--- src/rtl/ecc_chk_pkg.sv ---
package ecc_chk_pkg;

  localparam int RAW_W      = 32;
  localparam int HALF_W     = 12;
  localparam int FIELD_GAP  = 16;
  localparam int CODE_W     = 2 * HALF_W;
  localparam int BIT_IDX_W  = 3;
  localparam int BYTE_IDX_W = HALF_W - BIT_IDX_W;
  localparam int DATA_W     = 1 << BIT_IDX_W;

  typedef enum logic [1:0] {
    ECC_NONE   = 2'b00,
    ECC_FIXED  = 2'b01,
    ECC_CODE   = 2'b10,
    ECC_FATAL  = 2'b11
  } ecc_status_e;

  typedef enum logic [1:0] {
    SEQ_IDLE   = 2'b00,
    SEQ_WRITE  = 2'b01,
    SEQ_REPORT = 2'b10
  } seq_state_e;

endpackage

--- src/rtl/ecc_fix_seq.sv ---
module ecc_fix_seq
  import ecc_chk_pkg::*;
#(
  parameter int SECTOR_BYTES = 512,
  localparam int ADDR_W = $clog2(SECTOR_BYTES)
) (
  input  logic                  clk,
  input  logic                  rst_n,
  input  logic                  start,
  input  logic                  fix_en,
  input  ecc_status_e           cls_status,
  input  logic [BYTE_IDX_W-1:0] cls_byte,
  input  logic [BIT_IDX_W-1:0]  cls_bit,
  output logic                  done,
  output ecc_status_e           status,
  output logic [BYTE_IDX_W-1:0] err_byte,
  output logic [BIT_IDX_W-1:0]  err_bit,
  output logic [ADDR_W-1:0]     buf_addr,
  output logic                  buf_we,
  output logic [DATA_W-1:0]     buf_wdata,
  input  logic [DATA_W-1:0]     buf_rdata
);

  seq_state_e state;
  logic       want_write;

  assign want_write = (cls_status == ECC_FIXED) && fix_en;

  always_ff @(posedge clk) begin
    if (!rst_n) begin
      state    <= SEQ_IDLE;
      status   <= ECC_NONE;
      err_byte <= '0;
      err_bit  <= '0;
    end else begin
      unique case (state)
        SEQ_IDLE: begin
          if (start) begin
            status   <= cls_status;
            err_byte <= cls_byte;
            err_bit  <= cls_bit;
            state    <= want_write ? SEQ_WRITE : SEQ_REPORT;
          end
        end
        SEQ_WRITE:  state <= SEQ_REPORT;
        SEQ_REPORT: state <= SEQ_IDLE;
        default:    state <= SEQ_IDLE;
      endcase
    end
  end

  assign done      = (state == SEQ_REPORT);
  assign buf_we    = (state == SEQ_WRITE);
  assign buf_addr  = err_byte[ADDR_W-1:0];
  assign buf_wdata = buf_rdata ^ (DATA_W'(1) << err_bit);

  // done lasts exactly one cycle
  p_done_pulse_r9: assert property (@(posedge clk) disable iff (!rst_n)
    done |=> !done);

  // the repair write is one cycle and is followed by done
  p_write_then_done_r4: assert property (@(posedge clk) disable iff (!rst_n)
    buf_we |=> (done && !buf_we));

  // only a corrected result may write the buffer
  p_write_only_fixed_r4: assert property (@(posedge clk) disable iff (!rst_n)
    buf_we |-> (status == ECC_FIXED));

  // without a write, done comes one cycle after an accepted start
  p_done_latency_r2: assert property (@(posedge clk) disable iff (!rst_n)
    (start && state == SEQ_IDLE && !want_write) |=> done);

  // results hold while no start is given
  p_result_hold_r9: assert property (@(posedge clk) disable iff (!rst_n)
    !start |=> $stable(status));

endmodule

--- config.mk ---
export PLATFORM = sky130hd
export DESIGN_NAME = ecc_fix_seq
export DESIGN_NICKNAME = d
export VERILOG_FILES = /design/src/rtl/ecc_chk_pkg.sv /design/src/rtl/ecc_fix_seq.sv
export SDC_FILE = /design/constraint.sdc
export NUM_CORES = 1
export LEC_CHECK = 0
export ABC_CLOCK_PERIOD_IN_PS = 2500
export BUFFER_PORTS_ARGS = -buffer_cell sky130_fd_sc_hd__buf_2
export CORE_MARGIN = 8
export CORE_UTILIZATION = 25
export CTS_CLUSTER_SIZE = 30
export DETAILED_ROUTE_END_ITERATION = 7
export PLACE_DENSITY = 0.62
export SETUP_SLACK_MARGIN = 0.1
export SLEW_MARGIN = 20
export SYNTH_ARGS = -nofsm -noshare
export SYNTH_HDL_FRONTEND = slang
export SYNTH_SLANG_ARGS = --single-unit
--- constraint.sdc ---
create_clock -name clk -period 2.5 [get_ports clk]
set_input_delay 0.375 -clock clk [delete_from_list [all_inputs] [get_ports clk]]
set_output_delay 0.375 -clock clk [all_outputs]
set_load 0.005 [all_outputs]
==> results.tsv, run 1 <==
stage	metric	value	unit
critical_path	r2r startpoint	state[0]	
cts	CTS Sinks	16	
timing	setup violators final	0	
yosys	Yosys reg bits	16	
timing	crit path time final	1710	ps
timing	Total Neg Setup Slack	0	ps
layout	Area growth, synth to finish	32.9	%
drt	DRT antenna net count	0	
yosys	synthesized area per cell	8.85	um2
flow_run	max-cap violations	0	
cts	clk root buf	clkbuf_4	
timing	fin worst setup slack	794	ps
drt	vias per cell	3.97	
power	total power	0.581	mW
placement	Final Wtd Congestion	0.646	
global_route	grt ovf	0	
drt	drt initial violations	20	
timing	Final Max Slew Viols	0	
critical_path	R2R setup slack	1390	ps
global_route	initial antenna violation count	0	
power	pwr dens	505	nW/um2
drt	DRC viols	0	
cts	Longest Clk Path Bufs	2	
layout	Layout Cells excl Fill	192	
floorplan	Initial Utilization	26.0	%
floorplan	die area	5610	um2
timing	Hold WS	327	ps
critical_path	Worst EP required	2120	ps
timing	fin crit share	68.2	%
yosys	async set-reset flop share out of synthesis	0	%
floorplan	Core Area	3340	um2
yosys	mapped cell area	867	um2
placement	pre-CTS WS	1090	ps
cts	CTS tree	yes	
yosys	Yosys cell types	20	
drt	via total after detailed routing	762	
cts	post_cts resized	0	
run_status	status	finished clean	
timing	Hold Vio Cnt, Final	0	
layout	Final Net Count	172	
cts	Worst-Skew Late Latency	280	ps
placement	I/O Buffers	58	
drt	DR WL/cell	11.0	um
global_route	largest net degree at the start of global routing	32	
timing	Clock Skew	1.08	ps
worst_hold_path	hold_sp	cls_bit[2]	
cts	# hold bufs at CTS	0	
placement	Final HPWL DP	1.69	mm
floorplan	Cell Rows	21	
critical_path	CP Buf/Inv Count	1	
cts	htree depth	1	
yosys	Synth Flop Type	dfxtp_1	
cts	number of buffers created by CTS	3	
critical_path	Worst Setup Path Type	reg2out	
global_route	first-pass GRT wire length	3.19	mm
timing	Worst-Margin Slew	495	ps
cts	Setup Buffers After CTS	0	
cts	Clock Pin Slew Worst Setup and Hold Paths	90	ps
floorplan	Die Ht	74.9	um
drt	wirelength, routed	2.12	mm
layout	Layout Utilization	34.5	%
placement	DP Area	1110	um2
drt	drt first pass iters	2	
critical_path	arrival time at the worst endpoint	1330	ps
worst_hold_path	Hold WC Path Type	in2reg	
critical_path	CP Launch Type	flop	
yosys	Seq/Total Area, Yosys	36.9	%
timing	top achievable clock speed	586	MHz
power	IR drop worst, VDD	0.000358	V
yosys	Mapped Cells	98	
placement	placed insts	187	
floorplan	Ports	59	
timing	worst-case headroom to the max-slew limit	67.0	%
yosys	number of flops mapped to enable cells by yosys	0	
yosys	Syn Nets	124	
critical_path	CP Capture Type	output port	
floorplan	Die W	74.9	um
critical_path	Critical Path Slowest Stage Cell	dfxtp_1	
layout	fill count	365	
critical_path	Largest stage delay, worst path	490	ps
global_route	vias in the first global route	733	
global_route	Total GRT Usage	7.25	%
critical_path	CP startpoint	err_bit[2]	
power	Leak	0.604	nW
timing	RSZ-0062 raised after global routing	false	
yosys	Ys Warns	0	
layout	final instance area	1150	um2
critical_path	critical path fanouts, max	10	
critical_path	family with the most delay on the worst path	flip-flops	
critical_path	cells along the critical path	nor3b_1 -> xor2_1 -> buf_2	
layout	layout cells sized above 1	44.1	%
## where the power goes
group	internal (mW)	switching, mW
Clock	0.0886	0.0797
Sequential	0.272	0.0164
Combinational	0.0694	0.0554
## flip-flops by register name, summed over array words and instances (netlist names)
register,count
buf_addr,9
status,2
state,2
err_bit,3
## layer usage
metal | track usage, % | routed length, um | vias up
li1 | - | - | 401
met1 | 7.60 | 860 | 316
met2 | 11.8 | 904 | 43
met3 | 4.93 | 348 | 2
met4 | 1.30 | 8 | 0
met5 | 0 | 0 | -
## worst reg2reg max path, stage by stage, from the launching register on
cell	delay, ps
dfxtp_1	360
nor3b_4	190
buf_4	290
mux2i_1	210
## placed cells by master, fill, tap and decap left out, types with 3 or more instances in the layout
cell type and instances:
buf_2 58, nand2_1 28, dfxtp_1 16, mux2i_1 14, nand3b_1 5, xnor2_1 4, xor2_1 4, nor3b_1 3
clkbuf_4 3
## cell type report
class | instances | area (um2) | share of cell area (%)
clock buffers | 4 | 36.3 | 3.15
flip-flops and latches | 16 | 320 | 27.8
multi-input cells | 66 | 438 | 38.0
well taps | 46 | 57.6 | 4.99
repair buffers | 59 | 298 | 25.8
diodes | 1 | 2.50 | 0.217
## kinds of logic (layout without fill, tap and decap cells)
kind of cell,count (synthesis),after routing,share of synthesized area [%]
AND/OR/NAND/NOR,43,43,25.7
flip-flops,16,16,36.9
XOR/XNOR,8,8,8.08
other,0,1,0
buffers and inverters,16,63,12.6
multiplexers,14,14,16.2
AO/OA/AOI/OAI,1,1,0.577
## cell usage after synthesis, types with 2 or more instances
cell type | count | area share, %
buf_1 | 2 | 0.87
xor2_1 | 4 | 4.0
mux2i_1 | 14 | 16
nor3b_1 | 3 | 2.6
nand2_1 | 28 | 12
dfxtp_1 | 16 | 37
buf_2 | 3 | 1.7
xnor2_1 | 4 | 4.0
buf_4 | 9 | 7.8
nand3b_1 | 5 | 4.3
## worst paths after layout
check                 end  depth (start not counted)
min reg2reg     status[0]                          2
max          buf_wdata[4]                          3
max reg2reg   buf_addr[2]                          3
min            err_bit[2]                          3
No activity file was read; power rests on OpenSTA's default activity.
==> run 2: changes to the inputs <==
ABC_CLOCK_PERIOD_IN_PS = 1700   (was 2500)
clock period = 1.7 ns   (was 2.5 ns; I/O delays follow)
==> run 2 against run 1 <==
Core utilization up 0.19 points. Global-route usage up 0.25 points. Routed wire length up 1.2%. Via count up 1.3%. Clock power up 47%. Highest routed layer unchanged. Cell count down 0.52%. Critical path depth unchanged. Largest power group unchanged. Die area unchanged.
==> results.tsv, run 2 (synthesis results as in run 1) <==
stage	metric	value	unit
layout	Final Net Count	172	
timing	Hold Vio Cnt, Final	0	
layout	most frequent cells in the layout	buf_2, nand2_1, mux2i_1	
floorplan	Die Ht	74.9	um
drt	via total after detailed routing	772	
cts	post_cts resized	2	
drt	DR WL/cell	11.2	um
power	Clk pwr share	28.7	%
worst_hold_path	Hold WC Path Type	in2reg	
critical_path	Worst Setup Path Type	reg2out	
drt	DRC viols	0	
power	IR drop worst, VDD	0.000527	V
global_route	vias in the first global route	736	
global_route	grt ovf	0	
critical_path	Critical Path Slowest Stage Cell	dfxtp_2	
cts	clk root buf	clkbuf_4	
critical_path	Largest stage delay, worst path	420	ps
timing	Final Max Slew Viols	0	
drt	wirelength, routed	2.15	mm
drt	drt initial violations	29	
critical_path	r2r worst-path depth	3	
floorplan	die area	5610	um2
power	Int Pwr	0.634	mW
critical_path	CP Capture Type	output port	
global_route	Total GRT Usage	7.50	%
floorplan	Core Area	3340	um2
layout	layout cells sized above 1	46.9	%
cts	Clock Pin Slew Worst Setup and Hold Paths	90	ps
critical_path	arrival time at the worst endpoint	1260	ps
timing	Hold WS	205	ps
global_route	largest net degree at the start of global routing	32	
cts	CTS tree	yes	
cts	number of buffers created by CTS	3	
critical_path	R2R setup slack	580	ps
power	pwr dens	741	nW/um2
placement	Final HPWL DP	1.70	mm
power	Net Sw Frac	26.1	%
timing	crit path time final	1510	ps
timing	Total Neg Setup Slack	0	ps
power	Leak	0.608	nW
floorplan	Ports	59	
layout	most common cell after layout, fill and taps aside	buf_2	
timing	worst-case headroom to the max-slew limit	66.5	%
worst_hold_path	Hold Path End	err_bit[2]	
cts	CTS Sinks	16	
power	Reg power frac	49.7	%
timing	fin crit share	89.0	%
global_route	initial antenna violation count	0	
floorplan	Cell Rows	21	
critical_path	Worst EP required	1440	ps
layout	max reg flops	9	
layout	diode count	0	
timing	setup violators final	0	
flow_run	max-cap violations	0	
critical_path	critical path fanouts, max	10	
cts	Longest Clk Path Bufs	2	
power	Net Sw Power	0.224	mW
critical_path	cells along the critical path	nor3b_1 -> xor2_1 -> buf_2	
layout	fill count	371	
placement	Final Wtd Congestion	0.647	
timing	Worst-Margin Slew	503	ps
layout	footprint of the multi-input gates	443	um2
critical_path	reg2reg end	err_bit[1]	
power	Comb pwr share	21.6	%
worst_hold_path	hold depth	3	
worst_hold_path	hold_sp	cls_bit[2]	
cts	htree depth	1	
critical_path	CP Launch Type	flop	
layout	Area growth, synth to finish	33.6	%
floorplan	Die W	74.9	um
drt	DRT antenna net count	0	
cts	Worst-Skew Late Latency	280	ps
global_route	first-pass GRT wire length	3.30	mm
placement	I/O Buffers	58	
run_status	status	finished clean	
layout	FF/Latch Area	324	um2
timing	top achievable clock speed	661	MHz
drt	vias per cell	4.04	
cts	# hold bufs at CTS	0	
floorplan	Initial Utilization	26.0	%
critical_path	r2r startpoint	state[0]	
cts	Setup Buffers After CTS	0	
drt	drt first pass iters	4	
timing	RSZ-0062 raised after global routing	true	
timing	Clock Skew	1.01	ps
## run 2: final cells by class
class / instances / area share, %
well taps: 46 / 4.97
repair buffers: 59 / 25.7
clock buffers: 4 / 3.13
multi-input cells: 66 / 38.2
flip-flops and latches: 16 / 28.0
## run 2: power by group through the flow
stage          clock network [mW]  logic [mW]  registers, mW
2_1_floorplan                   0       0.121          0.427
3_3_place_gp                    0       0.189          0.432
3_5_place_dp                    0       0.190          0.433
4_1_cts                     0.262       0.190          0.425
5_1_grt                     0.285       0.209          0.432
6_report                    0.247       0.185          0.426
## run 2: per-layer routing
| metal | track usage (%) | wire (um) |
|---|---|---|
| met2 | 11.8 | 897 |
| met1 | 8.38 | 914 |
| met4 | 1.30 | 9 |
| met3 | 4.79 | 326 |
| met5 | 0 | 0 |
## run 2: worst max path at each step
stage | start | to | cells after the start
detailed placement | err_bit[1] | buf_wdata[2] | 3
CTS | err_bit[0] | buf_wdata[1] | 3
global route | err_bit[0] | buf_wdata[1] | 3
global placement | err_bit[0] | buf_wdata[1] | 3
floorplan | err_bit[1] | buf_wdata[2] | 3
finish | err_bit[2] | buf_wdata[4] | 3
## run 2: worst max-delay path, delay by kind of cell, from the launching register on
| family | cells | cell delay [ps] |
|---|---|---|
| XOR/XNOR | 1 | 160 |
| AND/OR/NAND/NOR | 1 | 270 |
| buffers and inverters | 1 | 120 |
| flip-flops | 1 | 420 |
## run 2: stage by stage
step / util (%) / cells / cell area (um2) / total power [mW] / setup slack (ps)
after floorplan: - / 98 / 867 / 0.548 / 556
after global placement: 33.4 / 187 / 1110 / 0.621 / 455
after detailed placement: 33.4 / 187 / 1110 / 0.623 / 419
after CTS: 34.5 / 191 / 1150 / 0.877 / 111
after global routing: 34.7 / 191 / 1160 / 0.925 / 88.2
final: 34.7 / 191 / 1160 / 0.858 / 187
==> run 3: changes to the inputs <==
CELL_PAD_IN_SITES_DETAIL_PLACEMENT = 0   (was unset)
CELL_PAD_IN_SITES_GLOBAL_PLACEMENT = 1   (was unset)
PLACE_DENSITY = 0.81   (was 0.62)
==> run 3 against run 2 <==
Via count up 2.2%. Cell count unchanged. Die area unchanged. Largest power group unchanged.
==> results.tsv, run 3 (synthesis results as in run 1) <==
stage	metric	value	unit
power	IR drop worst, VDD	0.000327	V
placement	I/O Buffers	58	
critical_path	arrival time at the worst endpoint	1250	ps
critical_path	cells along the critical path	nor3b_2 -> xor2_1 -> buf_2	
layout	most frequent cells in the layout	buf_2, nand2_1, mux2i_1	
timing	fin worst setup slack	197	ps
flow_run	max-cap violations	0	
timing	top achievable clock speed	665	MHz
cts	Longest Clk Path Bufs	2	
timing	Final Max Slew Viols	0	
timing	fin crit share	88.4	%
cts	# hold bufs at CTS	0	
cts	CTS Sinks	16	
layout	layout cells sized above 1	47.6	%
critical_path	CP Launch Type	flop	
layout	max reg flops	9	
floorplan	Ports	59	
global_route	largest net degree at the start of global routing	32	
timing	Worst-Margin Slew	503	ps
layout	Layout Cells excl Fill	191	
critical_path	CP Buf/Inv Count	1	
global_route	layer with the highest usage	met2	
critical_path	Worst EP required	1440	ps
placement	Final HPWL DP	1.84	mm
floorplan	Cell Rows	21	
global_route	met1 Use GR	9.00	%
run_status	status	finished clean	
critical_path	CP Capture Type	output port	
drt	drt initial violations	19	
drt	drt first pass iters	4	
floorplan	die area	5610	um2
drt	via total after detailed routing	789	
timing	setup violators final	0	
worst_hold_path	Hold WC Path Type	in2reg	
drt	vias per cell	4.13	
global_route	Total GRT Usage	8.16	%
layout	fill count	362	
global_route	vias in the first global route	797	
power	pwr dens	746	nW/um2
layout	Final Net Count	172	
cts	CTS tree	yes	
global_route	first-pass GRT wire length	3.66	mm
cts	Clock Pin Slew Worst Setup and Hold Paths	100	ps
floorplan	Die W	74.9	um
layout	final instance area	1160	um2
drt	DRC viols	0	
layout	Area growth, synth to finish	34.2	%
layout	FF/Latch Area	324	um2
layout	most common cell after layout, fill and taps aside	buf_2	
cts	number of buffers created by CTS	3	
cts	clk root buf	clkbuf_4	
floorplan	Initial Utilization	26.0	%
drt	DR WL/cell	12.1	um
global_route	initial antenna violation count	0	
timing	RSZ-0062 raised after global routing	true	
cts	Worst-Skew Late Latency	290	ps
layout	Layout Utilization	34.9	%
placement	Final Wtd Congestion	0.735	
global_route	GR met2 Demand/Resource	13.8	%
layout	diode count	0	
floorplan	Die Ht	74.9	um
global_route	grt ovf	0	
critical_path	critical path fanouts, max	10	
placement	placed insts	187	
drt	wirelength, routed	2.31	mm
placement	pre-CTS WS	312	ps
critical_path	Critical Path Slowest Stage Cell	dfxtp_2	
critical_path	Worst Setup Path Type	reg2out	
timing	Clock Skew	9.58	ps
floorplan	Core Area	3340	um2
timing	crit path time final	1500	ps
cts	htree depth	1	
timing	Hold Vio Cnt, Final	0	
power	Leak	0.611	nW
global_route	routing usage on met3	4.53	%
critical_path	family with the most delay on the worst path	flip-flops	
layout	footprint of the multi-input gates	448	um2
timing	Total Neg Setup Slack	0	ps
critical_path	Largest stage delay, worst path	420	ps
placement	DP Area	1110	um2
drt	DRT antenna net count	0	
timing	worst-case headroom to the max-slew limit	66.5	%
-- run 3: cell count changes in the layout (fill, tap and decap cells not counted) --
cell and change:
nor3b_1 -1, nor3b_2 +1
-- run 3: metal layers --
metal	vias up	wire length [um]	part of all wire (%)
met1	347	956	41
met2	40	1030	45
met4	0	0	0
met3	0	325	14
li1	402	-	-
met5	-	0	0
-- run 3: cell type report --
type,count,share of cell area (%)
Multi-Input combinational cell,66,38.5
Tap cell,46,4.95
Clock buffer,4,3.12
Sequential cell,16,27.8
Timing Repair Buffer,59,25.6
-- run 3: tightest hold or removal path, stage by stage --
cell and delay, ps:
buf_2 90, nand2_1 50, mux2i_1 50
-- run 3: worst paths after layout --
check	end	from	slack (ps)	depth (start not counted)
worst max-delay path	buf_wdata[2]	err_bit[1]	200	3
worst min-delay path	buf_addr[7]	cls_byte[7]	200	3
worst max register to register	err_bit[0]	state[0]	570	3
worst min register to register	status[0]	status[0]	470	2
-- run 3: where the power goes --
part | switching, mW | leakage (nW) | total (mW) | internal [mW]
combinational | 0.0845 | 0.458 | 0.188 | 0.103
sequential | 0.0266 | 0.133 | 0.428 | 0.401
clock | 0.123 | 0.0210 | 0.253 | 0.130
total | 0.234 | 0.611 | 0.868 | 0.635
-- run 3: stage by stage --
stage	hold slack (ps)	total power [mW]
finish	201	0.868
global route	190	0.934
CTS	187	0.890
detailed placement	454	0.626
global placement	442	0.618
floorplan	397	0.548
-- run 3: repair_timing --
item | in CTS | in global routing
setup endpoints to repair | 3 | 4
pin swaps | 0 | 0
gates resized for setup | 2 | 3
buffers inserted | 0 | 0
hold endpoints to repair | 0 | 0
